## config.mk

```make
export PLATFORM = sky130hd
export DESIGN_NAME = xchg_sorter
export DESIGN_NICKNAME = d
export VERILOG_FILES = /design/src/rtl/sorter_pkg.sv /design/src/rtl/sorter_ctrl.sv /design/src/rtl/sorter_dp.sv /design/src/rtl/xchg_sorter.sv
export SDC_FILE = /design/constraint.sdc
export NUM_CORES = 1
export LEC_CHECK = 0
export BUFFER_PORTS_ARGS = -buffer_cell sky130_fd_sc_hd__buf_2
export CAP_MARGIN = 5
export CORE_MARGIN = 2
export CORE_UTILIZATION = 50
export CTS_BUF_LIST = sky130_fd_sc_hd__clkbuf_4
export CTS_CLUSTER_SIZE = 30
export DETAILED_ROUTE_END_ITERATION = 7
export HOLD_SLACK_MARGIN = 0.08
export PLACE_DENSITY = 0.68
export SETUP_SLACK_MARGIN = 0.5
export SLEW_MARGIN = 20
export SYNTH_ARGS = -nofsm -noshare
export SYNTH_HDL_FRONTEND = slang
export SYNTH_SLANG_ARGS = --single-unit
```

## constraint.sdc

```tcl
create_clock -name clk -period 5.6 [get_ports clk]
set_clock_uncertainty 0.1 [all_clocks]
set_input_delay 1.12 -clock clk [delete_from_list [all_inputs] [get_ports clk]]
set_output_delay 1.12 -clock clk [all_outputs]
set_load 0.005 [all_outputs]
```

## src/rtl/sorter_pkg.sv

```systemverilog
package sorter_pkg;

  typedef enum logic [1:0] {
    WSEL_IN = 2'd0,
    WSEL_A  = 2'd1,
    WSEL_B  = 2'd2
  } wsel_e;

  typedef enum logic [1:0] {
    ASEL_EXT = 2'd0,
    ASEL_I   = 2'd1,
    ASEL_J   = 2'd2
  } asel_e;

  // strobes from the controller to the datapath
  typedef struct packed {
    logic  ldI;
    logic  enI;
    logic  ldJ;
    logic  enJ;
    logic  ldA;
    logic  ldB;
    logic  wrEn;
    wsel_e wrSel;
    asel_e addrSel;
    logic  readOk;
  } ctrl_t;

  // status from the datapath back to the controller
  typedef struct packed {
    logic bLtA;
    logic lastI;
    logic lastJ;
  } stat_t;

endpackage

```

## src/rtl/sorter_ctrl.sv

```systemverilog
module sorter_ctrl
  import sorter_pkg::*;
(
  input  logic  clk,
  input  logic  rstN,
  input  logic  sortMode,
  input  logic  wrInit,
  input  stat_t stat,
  output ctrl_t ctrl,
  output logic  done
);

  typedef enum logic [2:0] {
    ST_IDLE, ST_LDA, ST_LDB, ST_CMP, ST_WRI, ST_WRJ, ST_RELD, ST_DONE
  } state_e;

  state_e state, nextState;

  always_ff @(posedge clk or negedge rstN) begin
    if (!rstN) state <= ST_IDLE;
    else       state <= nextState;
  end

  always_comb begin
    ctrl      = '0;
    ctrl.wrSel   = WSEL_IN;
    ctrl.addrSel = ASEL_EXT;
    nextState = state;
    done      = 1'b0;
    unique case (state)
      ST_IDLE: begin
        ctrl.readOk = 1'b1;
        ctrl.ldI    = 1'b1;
        if (sortMode) nextState = ST_LDA;
        else          ctrl.wrEn = wrInit;
      end
      ST_LDA: begin
        ctrl.addrSel = ASEL_I;
        ctrl.ldA     = 1'b1;
        ctrl.ldJ     = 1'b1;
        nextState    = ST_LDB;
      end
      ST_LDB: begin
        ctrl.addrSel = ASEL_J;
        ctrl.ldB     = 1'b1;
        nextState    = ST_CMP;
      end
      ST_CMP: begin
        if (stat.bLtA) nextState = ST_WRI;
        else if (!stat.lastJ) begin
          ctrl.enJ  = 1'b1;
          nextState = ST_LDB;
        end else if (!stat.lastI) begin
          ctrl.enI  = 1'b1;
          nextState = ST_LDA;
        end else nextState = ST_DONE;
      end
      ST_WRI: begin
        ctrl.addrSel = ASEL_I;
        ctrl.wrSel   = WSEL_B;
        ctrl.wrEn    = 1'b1;
        nextState    = ST_WRJ;
      end
      ST_WRJ: begin
        ctrl.addrSel = ASEL_J;
        ctrl.wrSel   = WSEL_A;
        ctrl.wrEn    = 1'b1;
        nextState    = ST_RELD;
      end
      ST_RELD: begin
        ctrl.addrSel = ASEL_I;
        ctrl.ldA     = 1'b1;
        if (!stat.lastJ) begin
          ctrl.enJ  = 1'b1;
          nextState = ST_LDB;
        end else if (!stat.lastI) begin
          ctrl.enI  = 1'b1;
          nextState = ST_LDA;
        end else nextState = ST_DONE;
      end
      ST_DONE: begin
        done        = 1'b1;
        ctrl.readOk = 1'b1;
        if (!sortMode) nextState = ST_IDLE;
      end
      default: nextState = ST_IDLE;
    endcase
  end

endmodule

```

## src/rtl/sorter_dp.sv

```systemverilog
module sorter_dp
  import sorter_pkg::*;
#(
  parameter int N = 8,
  parameter int K = 4,
  localparam int L = (K > 1) ? $clog2(K) : 1
) (
  input  logic         clk,
  input  logic         rstN,
  input  logic [N-1:0] dataIn,
  input  logic [L-1:0] regAddr,
  input  logic         rdEn,
  input  ctrl_t        ctrl,
  output stat_t        stat,
  output logic [N-1:0] dataOut
);

  localparam logic [L-1:0] LAST_I = L'(K - 2);
  localparam logic [L-1:0] LAST_J = L'(K - 1);

  logic [N-1:0] bank [K];
  logic [N-1:0] aReg, bReg, wrData, rdData;
  logic [L-1:0] iIdx, jIdx, addr;

  always_comb begin
    unique case (ctrl.addrSel)
      ASEL_I:  addr = iIdx;
      ASEL_J:  addr = jIdx;
      default: addr = regAddr;
    endcase
  end

  always_comb begin
    unique case (ctrl.wrSel)
      WSEL_A:  wrData = aReg;
      WSEL_B:  wrData = bReg;
      default: wrData = dataIn;
    endcase
  end

  always_comb begin
    rdData = '0;
    for (int k = 0; k < K; k++)
      if (addr == L'(k)) rdData = bank[k];
  end

  for (genvar g = 0; g < K; g++) begin : g_bank
    always_ff @(posedge clk or negedge rstN) begin
      if (!rstN)                            bank[g] <= '0;
      else if (ctrl.wrEn && addr == L'(g))  bank[g] <= wrData;
    end
  end

  always_ff @(posedge clk or negedge rstN) begin
    if (!rstN) begin
      iIdx <= '0;
      jIdx <= '0;
      aReg <= '0;
      bReg <= '0;
    end else begin
      if (ctrl.ldI)      iIdx <= '0;
      else if (ctrl.enI) iIdx <= iIdx + 1'b1;
      if (ctrl.ldJ)      jIdx <= iIdx + 1'b1;
      else if (ctrl.enJ) jIdx <= jIdx + 1'b1;
      if (ctrl.ldA)      aReg <= rdData;
      if (ctrl.ldB)      bReg <= rdData;
    end
  end

  assign stat.bLtA  = bReg < aReg;
  assign stat.lastI = iIdx == LAST_I;
  assign stat.lastJ = jIdx == LAST_J;
  assign dataOut    = (rdEn && ctrl.readOk) ? rdData : '0;

endmodule

```

## src/rtl/xchg_sorter.sv

```systemverilog
module xchg_sorter
  import sorter_pkg::*;
#(
  parameter int N = 8,
  parameter int K = 4,
  localparam int L = (K > 1) ? $clog2(K) : 1
) (
  input  logic         clk,
  input  logic         rstN,
  input  logic [N-1:0] dataIn,
  input  logic [L-1:0] regAddr,
  input  logic         wrInit,
  input  logic         sortMode,
  input  logic         rdEn,
  output logic [N-1:0] dataOut,
  output logic         done
);

  ctrl_t ctrl;
  stat_t stat;

  sorter_ctrl ctrl_i (
    .clk(clk), .rstN(rstN), .sortMode(sortMode), .wrInit(wrInit),
    .stat(stat), .ctrl(ctrl), .done(done)
  );

  sorter_dp #(.N(N), .K(K)) dp_i (
    .clk(clk), .rstN(rstN), .dataIn(dataIn), .regAddr(regAddr),
    .rdEn(rdEn), .ctrl(ctrl), .stat(stat), .dataOut(dataOut)
  );

endmodule

```

# ---- After elaboration in Yosys (flattened, before gate mapping)
# Cells that the tools add are included.
dict set report word_totals {
  reg_bits 55
  output_inout_bits 9
  in_bits 15
  word_cells 79
}
dict set report classes {
  eq_ne 18
  reduce_logical 15
  magnitude_cmp 1
  mux 34
  addsub 2
}
# cell count
set ops {}
lappend ops {{$mux W8} 5}
lappend ops {{$pmux W3 S8} 1}
lappend ops {{$pmux W8 S2} 1}
lappend ops {{$mux W3} 5}
lappend ops {{$eq A2 B2 Y1 const B} 6}
lappend ops {{$eq A3 B3 Y1 const B} 4}
lappend ops {{$mux W1} 12}
lappend ops {{$pmux W2 S2} 3}
lappend ops {{$lt A8 B8 Y1} 1}
lappend ops {{$mux W2} 4}
lappend ops {{$reduce_or A2 Y1} 4}
lappend ops {{$eq A2 B1 Y1 const B} 3}
lappend ops {{$eq A3 B2 Y1 const B} 2}
lappend ops {{$pmux W1 S2} 3}
lappend ops {{$logic_and A1 B1 Y1} 5}
lappend ops {{$add A2 B1 Y2 const B} 2}
lappend ops {{$ne A2 B2 Y1 const B} 2}
lappend ops {{$reduce_bool A2 Y1} 2}
lappend ops {{$eq A3 B1 Y1 const B} 1}
lappend ops {{$logic_not A3 Y1} 1}
lappend ops {{$reduce_or A3 Y1} 1}
lappend ops {{$logic_not A2 Y1} 1}
lappend ops {{$reduce_and A2 Y1} 1}

# ---- Longest topological paths before layout
# Gate-level depths: netlist (run 1).
dict set report logic_depth {
  word_depth 11
  mapped_depth 13
  mapped_depth_nobuf 10
}

# ---- Hierarchy
# From an unflattened synthesis (run 1), not the netlist that was laid out.
dict set report hier_totals {
  hier_cells 297
  hier_area_um2 3216.8
}
# module cells_per_inst seq_area_each_um2 instances area_each_um2
set modules_own_cells {}
lappend modules_own_cells {sorter_dp 253 1301.2 1 2882.8}
lappend modules_own_cells {sorter_ctrl 44 75.1 1 334.1}

# ---- Least setup slack after synthesis (run 1)
# No wires, ideal clock.
dict set report synth_path {
  kind {reg2out}
  start {reg ctrl_i.state[2]}
  end {out dataOut[5]}
  path_buffers 3
  arrival_ns 2.740
  required_ns 4.380
  path_stages_with_launch 13
  setup_slack_ns 1.640
  path_cell_list {dfrtp_1 > clkbuf_1 > nor2_1 > nand2_1 > clkbuf_1 > nand2_1 > ha_1 > a221oi_1 > nor2_2 > buf_4 > mux2i_1 > mux2_2 > nor2_1}
}
dict set report synth_between {
  elab_chain_len 11
  elab_cells_between_ends 25
}
# item line_no
set synth_lines {}
lappend synth_lines {{start, declared} sorter_ctrl.sv:17} ;# state_e state, nextState;
lappend synth_lines {{start signal, assigned} sorter_ctrl.sv:21} ;# else state <= nextState;
lappend synth_lines {{$eq A3 B1 Y1 (tied with other cells)} sorter_ctrl.sv:30} ;# unique case (state)
lappend synth_lines {{$reduce_or A3 Y1 (no source line) / $reduce_or A2 Y1 (equally long branches)} --}
lappend synth_lines {{$pmux W2 S2} sorter_ctrl.sv:30}
lappend synth_lines {{$eq A2 B2 Y1 / $eq A2 B1 Y1 (equally long branches)} sorter_dp.sv:26} ;# unique case (ctrl.addrSel)
lappend synth_lines {{$pmux W2 S2} sorter_dp.sv:26}
lappend synth_lines {{$logic_not A2 Y1} sorter_dp.sv:44} ;# if (addr == L'(k)) rdData = bank[k];
lappend synth_lines {{$mux W8 (4 in a row)} sorter_dp.sv:44}
lappend synth_lines {{$mux W8 (*)} sorter_dp.sv:73} ;# assign dataOut = (rdEn && ctrl.readOk) ? rdData : '0;
lappend synth_lines {{end, declared} xchg_sorter.sv:15} ;# output logic [N-1:0] dataOut,
# Every way passes the cells marked *; elsewhere a longest branch is shown, timed or not.

# ---- Worst setup path after layout (run 1)
dict set report layout_path {
  start {reg ctrl_i.state[1]}
  end {out dataOut[0]}
}
# The elaborated chain is that of the path after synthesis.

==> results of run 1 <==
## path summary, 6_finish.rpt
| kind | from | to | depth (start not counted) |
|---|---|---|---|
| max reg2reg | ctrl_i.state[1]$_DFFE_PN0P_ | dp_i.bank[21]$_DFFE_PN0P_ | 9 |
| min | dp_i.iIdx[0]$_DFFE_PN0P_ | dp_i.iIdx[0]$_DFFE_PN0P_ | 1 |
| min in group asynchronous | rstN | dp_i.iIdx[1]$_DFFE_PN0P_ | 2 |
| max in group asynchronous | rstN | dp_i.bank[25]$_DFFE_PN0P_ | 2 |
| min reg2reg | dp_i.iIdx[0]$_DFFE_PN0P_ | dp_i.iIdx[0]$_DFFE_PN0P_ | 1 |
| max | ctrl_i.state[1]$_DFFE_PN0P_ | dataOut[0] | 10 |
## power by group
group          internal, mW  switching, mW
logic                 0.577          0.670
registers             0.579          0.138
clock network        0.0554          0.139
total                  1.21          0.946
## worst register-to-register path, delay by kind of cell, from the launching register on
family                     cells  cell delay, ns
muxes                          1            0.44
AOI/OAI and AO/OA              1            0.58
adders and majority gates      1            0.19
DFF                            1            0.64
buffers and inverters          1            0.06
and+or+nand+nor                5            1.59
## stage by stage
| step | util (%) | hold WS (ns) | worst slack, ns | instance area, sq um |
|---|---|---|---|---|
| global route | 55.92 | 0.4478 | 0.5027 | 3331 |
| floorplan | - | 0.3640 | 1.640 | 3094 |
| CTS | 55.78 | 0.4191 | 0.5464 | 3322 |
| detailed placement | 54.58 | 0.3823 | 1.034 | 3251 |
| global placement | 54.58 | 0.3774 | 1.151 | 3251 |
| finish | 55.92 | 0.4198 | 0.8433 | 3331 |
## cells in the final DEF (no fill, tap or decap), types with 2 or more instances in the layout
| cell | netlist | routed |
|---|---|---|
| dfrtp_1 | 55 | 55 |
| nand2_1 | 27 | 27 |
| nor2_1 | 26 | 26 |
| mux2_2 | 25 | 25 |
| buf_2 | 0 | 23 |
| o21ai_0 | 22 | 22 |
| mux2i_1 | 18 | 18 |
| inv_1 | 16 | 16 |
| ha_1 | 14 | 14 |
| a21oi_1 | 12 | 11 |
| a22oi_1 | 9 | 9 |
| mux2_4 | 8 | 8 |
| mux2_1 | 8 | 8 |
| nand2b_1 | 5 | 5 |
| clkbuf_4 | 0 | 5 |
| nor3_1 | 4 | 4 |
| nor2b_1 | 4 | 4 |
| buf_4 | 1 | 3 |
| o31a_1 | 2 | 2 |
| a211oi_1 | 2 | 2 |
| a31oi_1 | 2 | 2 |
| nand2_2 | 2 | 2 |
## area by class of cell
type	count	area, sq um
Clock inverter	3	33.78
Tap cell	75	93.84
Timing Repair Buffer	26	137.6
Inverter	16	60.06
Clock buffer	5	37.54
Fill cell	547	2625
Sequential cell	55	1376
Multi-Input combinational cell	211	1592
## registers in the layout (all words and copies together) (netlist names)
register,flops
dp_i.aReg,8
dp_i.bReg,8
ctrl_i.state,3
dp_i.bank,32
dp_i.jIdx,2
dp_i.iIdx,2
## layer usage
layer	GRT usage, %	part of all wire (%)	up-vias
li1	-	-	1086
met1	30.02	48	1083
met2	35.24	45	58
met3	3.913	4.5	13
met4	7.705	2.4	0
met5	0	0	-
## kinds of logic (layout without fill, tap and decap cells)
family                   count (synthesis)  after routing  synth area share [%]
AO/OA/AOI/OAI                           61             61                 12.29
adder cells (fa/ha/maj)                 14             14                 5.661
buffers and inverters                   29             50                 4.367
flip-flops                              55             55                 44.48
multiplexers                            59             59                 21.71
AND/OR/NAND/NOR                         77             77                 11.48
==> results.toml, run 1 <==
[floorplanning]
fp.dieArea_sq_um = 6834
initial_core_util_pct = 51.95
io_pins = 24
num_rows = 28
fp.dieW_microns = 82.67
core_area_sq_um = 5956
die_y_microns = 82.67

[synth]
synth_top_area_cell = "dfrtp_1"
yosys.area.top_type_share_pct = 44.48
synth_edf_count = 0
avgSynthCellArea_sq_um = 10.49
syn_nets = 324
synthTopCellsByArea = "dfrtp_1 (44%), mux2_2 (9.1%), mux2i_1 (5.8%), ha_1 (5.7%), mux2_4 (3.9%)"
syn_inst = 295
ys_seq_area_share_pct = 44.48
synth_common_cells = "dfrtp_1 (55), nand2_1 (27), nor2_1 (26)"
async_reset_ff_share_pct = 100.0
synth_top_flop_cell = "dfrtp_1"
synth_most_common_cell = "dfrtp_1"
synth_seq_cells = 55
syn_area_sq_um = 3094
yosys_warnings = 0
synthDistinctLibCells = 44

[global_route]
track_usage_pct = 21.97
grt_pass1_vias = 2241
grt_antenna_before_repair = 0
grt_overflow = 0
grt_pass1_wl_mm = 11.14
grt_max_degree = 56

[run_status]
status = "complete, no violations"

[setup_path]
crit_arrival_ns = 3.54
worstPathCellList = "nand2_1 > nand2_1 > inv_1 > ha_1 > a221oi_1 > nor2_4 > mux2i_1 > mux2_2 > nor2_1 > buf_2"
r2r_slack_ns = 1.91
critPathSlowestCell = "dfrtp_1"
worstPathRequired_ns = 4.38
crit_fanout = 18
crit_family = "simple AND/OR/NAND/NOR gates"
endpoint_kind = "output port"
start_kind = "flip-flop"
crit_type = "flip-flop to output port"
crit_top_cell = "nand2_1"
worst-path-buf-inv = 2
cpPeakStageDelay_ns = 0.64

[timing]
drv_slew = 0
min_period_ns = 4.757
max_freq_ghz = 0.2102
finalHoldViolations = 0
setup_viol = 0
rsz0062_at_grt = "false"
tns_ns = 0
period_share_pct = 84.94
max_slew_margin_pct = 52.75
worst_slew_pin_slew_ns = 0.7087

[final_layout]
nets = 344
drive_above_1_share_pct = 23.42
diodes = 0
finalNonFillerCells = 391
syn2layout_area_growth_pct = 7.642

[clock_network]
cts_buffers = 5
cts_resized = 0
numClockSinks = 55
postCtsSetupBuffers = 0
cts_tree = "built"
cts-hold-fix-buffers = 0
h-tree-depth = 2
root_buffer = "clkbuf_4"
clkTransAtPathRegs_ns = 0.17
clock_path_buffers = 2
clock_latency_ns = 0.39

[detailed_routing]
drt-pass1-iter-count = 4
num_vias = 2240
routed_wl_mm = 6.631
drtIter0Drc = 105
route.detailed.drc = 0
wl_per_cell_microns = 16.96
vias_per_cell = 5.729
postRouteAntennaNets = 0

[power]
power_density_nw_per_um2 = 647.8
finalPower_mw = 2.158
vdd_ir_drop_max_mv = 0.3024
p_leak_nw = 1.560

[worst_hold_path]
min_path_type = "flip-flop to flip-flop"

[placed_design]
numPortBuffers = 23
place_inst = 383
gp_congestion = 0.8067
dp_hpwl_mm = 4.615

[run]
drv_cap = 0
No activity file was read; power rests on OpenSTA's default activity.
==> run 2: changes to the inputs <==
==> constraint.sdc (replaced) <==
create_clock -name clk -period 4.8 [get_ports clk]
set_clock_uncertainty 0.1 [all_clocks]
set_input_delay 0.96 -clock clk [delete_from_list [all_inputs] [get_ports clk]]
set_output_delay 0.96 -clock clk [all_outputs]
set_load 0.005 [all_outputs]
==> results.toml, run 2 (same netlist as run 1, synthesis figures left out) <==
[power]
p_leak_nw = 1.606
vdd_ir_drop_max_mv = 0.3729
power_density_nw_per_um2 = 771.4

[timing]
max_slew_margin_pct = 50.25
period_share_pct = 85.15
setup_viol = 0
worst_slew_pin_slew_ns = 0.7463
rsz0062_at_grt = "false"
tns_ns = 0
finalHoldViolations = 0
max_freq_ghz = 0.2447
drv_slew = 0
min_period_ns = 4.087

[detailed_routing]
vias_per_cell = 5.658
route.detailed.drc = 0
drt-pass1-iter-count = 4
num_vias = 2263
postRouteAntennaNets = 0
drtIter0Drc = 67
wl_per_cell_microns = 16.87
routed_wl_mm = 6.748

[clock_network]
numClockSinks = 55
cts-hold-fix-buffers = 0
clock_path_buffers = 2
cts_tree = "built"
clock_latency_ns = 0.37
clkTransAtPathRegs_ns = 0.15
root_buffer = "clkbuf_4"
cts_buffers = 5
h-tree-depth = 2

[setup_path]
worstPathRequired_ns = 3.74
crit_arrival_ns = 3.03
critPathLaunch = "ctrl_i.state[2]$_DFFE_PN0P_"
start_kind = "flip-flop"
critPathSlowestCell = "dfrtp_2"
crit_type = "flip-flop to output port"
worstPathCellList = "nor2b_1 > nor2_1 > ha_1 > nor2b_1 > nor2_4 > buf_12 > mux2i_1 > mux2_2 > nor2_1 > buf_2"
cpPeakStageDelay_ns = 0.50
r2r-start = "ctrl_i.state[2]$_DFFE_PN0P_"
endpoint_kind = "output port"
crit_fanout = 12

[global_route]
grt_pass1_wl_mm = 10.65
grt_pass1_vias = 2181
top_usage_layer = "met2"
grtUsageMet2_pct = 32.58
grt_util_met3_pct = 3.804
grt_antenna_before_repair = 0
track_usage_pct = 21.29
grt_overflow = 0
grt_max_degree = 56
gr-usage-met1_pct = 29.29

[floorplanning]
io_pins = 24
num_rows = 28
fp.dieArea_sq_um = 6834
initial_core_util_pct = 51.95
core_area_sq_um = 5956
die_y_microns = 82.67
fp.dieW_microns = 82.67

[placed_design]
numPortBuffers = 23
dp_hpwl_mm = 4.556
gp_congestion = 0.7692

[final_layout]
largest_register_ffs = 32
diodes = 0
nets = 354
top_regs = "dp_i.bank (32), dp_i.aReg (8), dp_i.bReg (8)"
layout_commonest_cell = "dfrtp_1"
final_cell_mix = "dfrtp_1 (52), nand2_1 (27), nor2_1 (26), mux2_2 (25), buf_2 (23)"
final_util_pct = 57.54
top_register = "dp_i.bank"
syn2layout_area_growth_pct = 10.76
drive_above_1_share_pct = 26.77

[worst_hold_path]
min_from = "dp_i.bank[3]$_DFFE_PN0P_"
min_path_type = "flip-flop to flip-flop"

[run_status]
status = "complete, no violations"

[run]
drv_cap = 0
-- run 2: cell type report --
| type | count | area, sq um |
|---|---|---|
| fillers | 566 | 2529 |
| multi-input cells | 211 | 1614 |
| flip-flops and latches | 55 | 1380 |
| repair buffers | 36 | 229.0 |
| well taps | 75 | 93.84 |
| inverters | 16 | 60.06 |
| clock buffers | 5 | 37.54 |
| clock inverters | 2 | 12.51 |
-- run 2: repair_timing --
item	4_1_cts	5_1_grt
setup buffers	2	7
setup endpoints to repair	8	8
resized for setup	2	6
pin swaps	1	0
-- run 2: power by group --
| group | internal [mW] | switching, mW |
|---|---|---|
| Sequential | 0.678 | 0.149 |
| Clock | 0.0552 | 0.143 |
| Combinational | 0.791 | 0.828 |
-- run 2: worst max-delay path, delay by kind of cell (launching register included) --
family,cells,cell delay (ns)
fa+ha+maj,1,0.40
simple gates,5,1.05
buf+inv,2,0.28
mux,2,0.42
flops,1,0.50
-- run 2: routing by layer --
metal,routed length [microns],up-vias
met1,3121,1087
met3,254,14
li1,-,1105
met2,3222,57
met5,0,-
met4,149,0
-- run 2: stage by stage --
step	hold WS, ns	power [mW]	instances	cell area, sq um	setup slack [ns]
after floorplan	0.3640	1.943	295	3094	1.000
after global placement	0.3736	2.245	384	3258	0.5995
after detailed placement	0.3808	2.285	384	3258	0.4482
after CTS	0.4150	2.567	393	3347	0.6155
after global routing	0.4255	2.866	400	3427	0.5159
final	0.4084	2.644	400	3427	0.7130
-- run 2: final timing paths --
kind,to,slack (ns),cells past startpoint
hold reg to reg,dp_i.bank[3]$_DFFE_PN0P_,0.41,1
setup / recovery,dataOut[2],0.71,10
max in group asynchronous,ctrl_i.state[2]$_DFFE_PN0P_,3.50,2
min in group asynchronous,dp_i.jIdx[0]$_DFFE_PN0P_,0.59,2
hold / removal,dp_i.bank[3]$_DFFE_PN0P_,0.41,1
setup reg to reg,dp_i.bank[17]$_DFFE_PN0P_,1.55,9
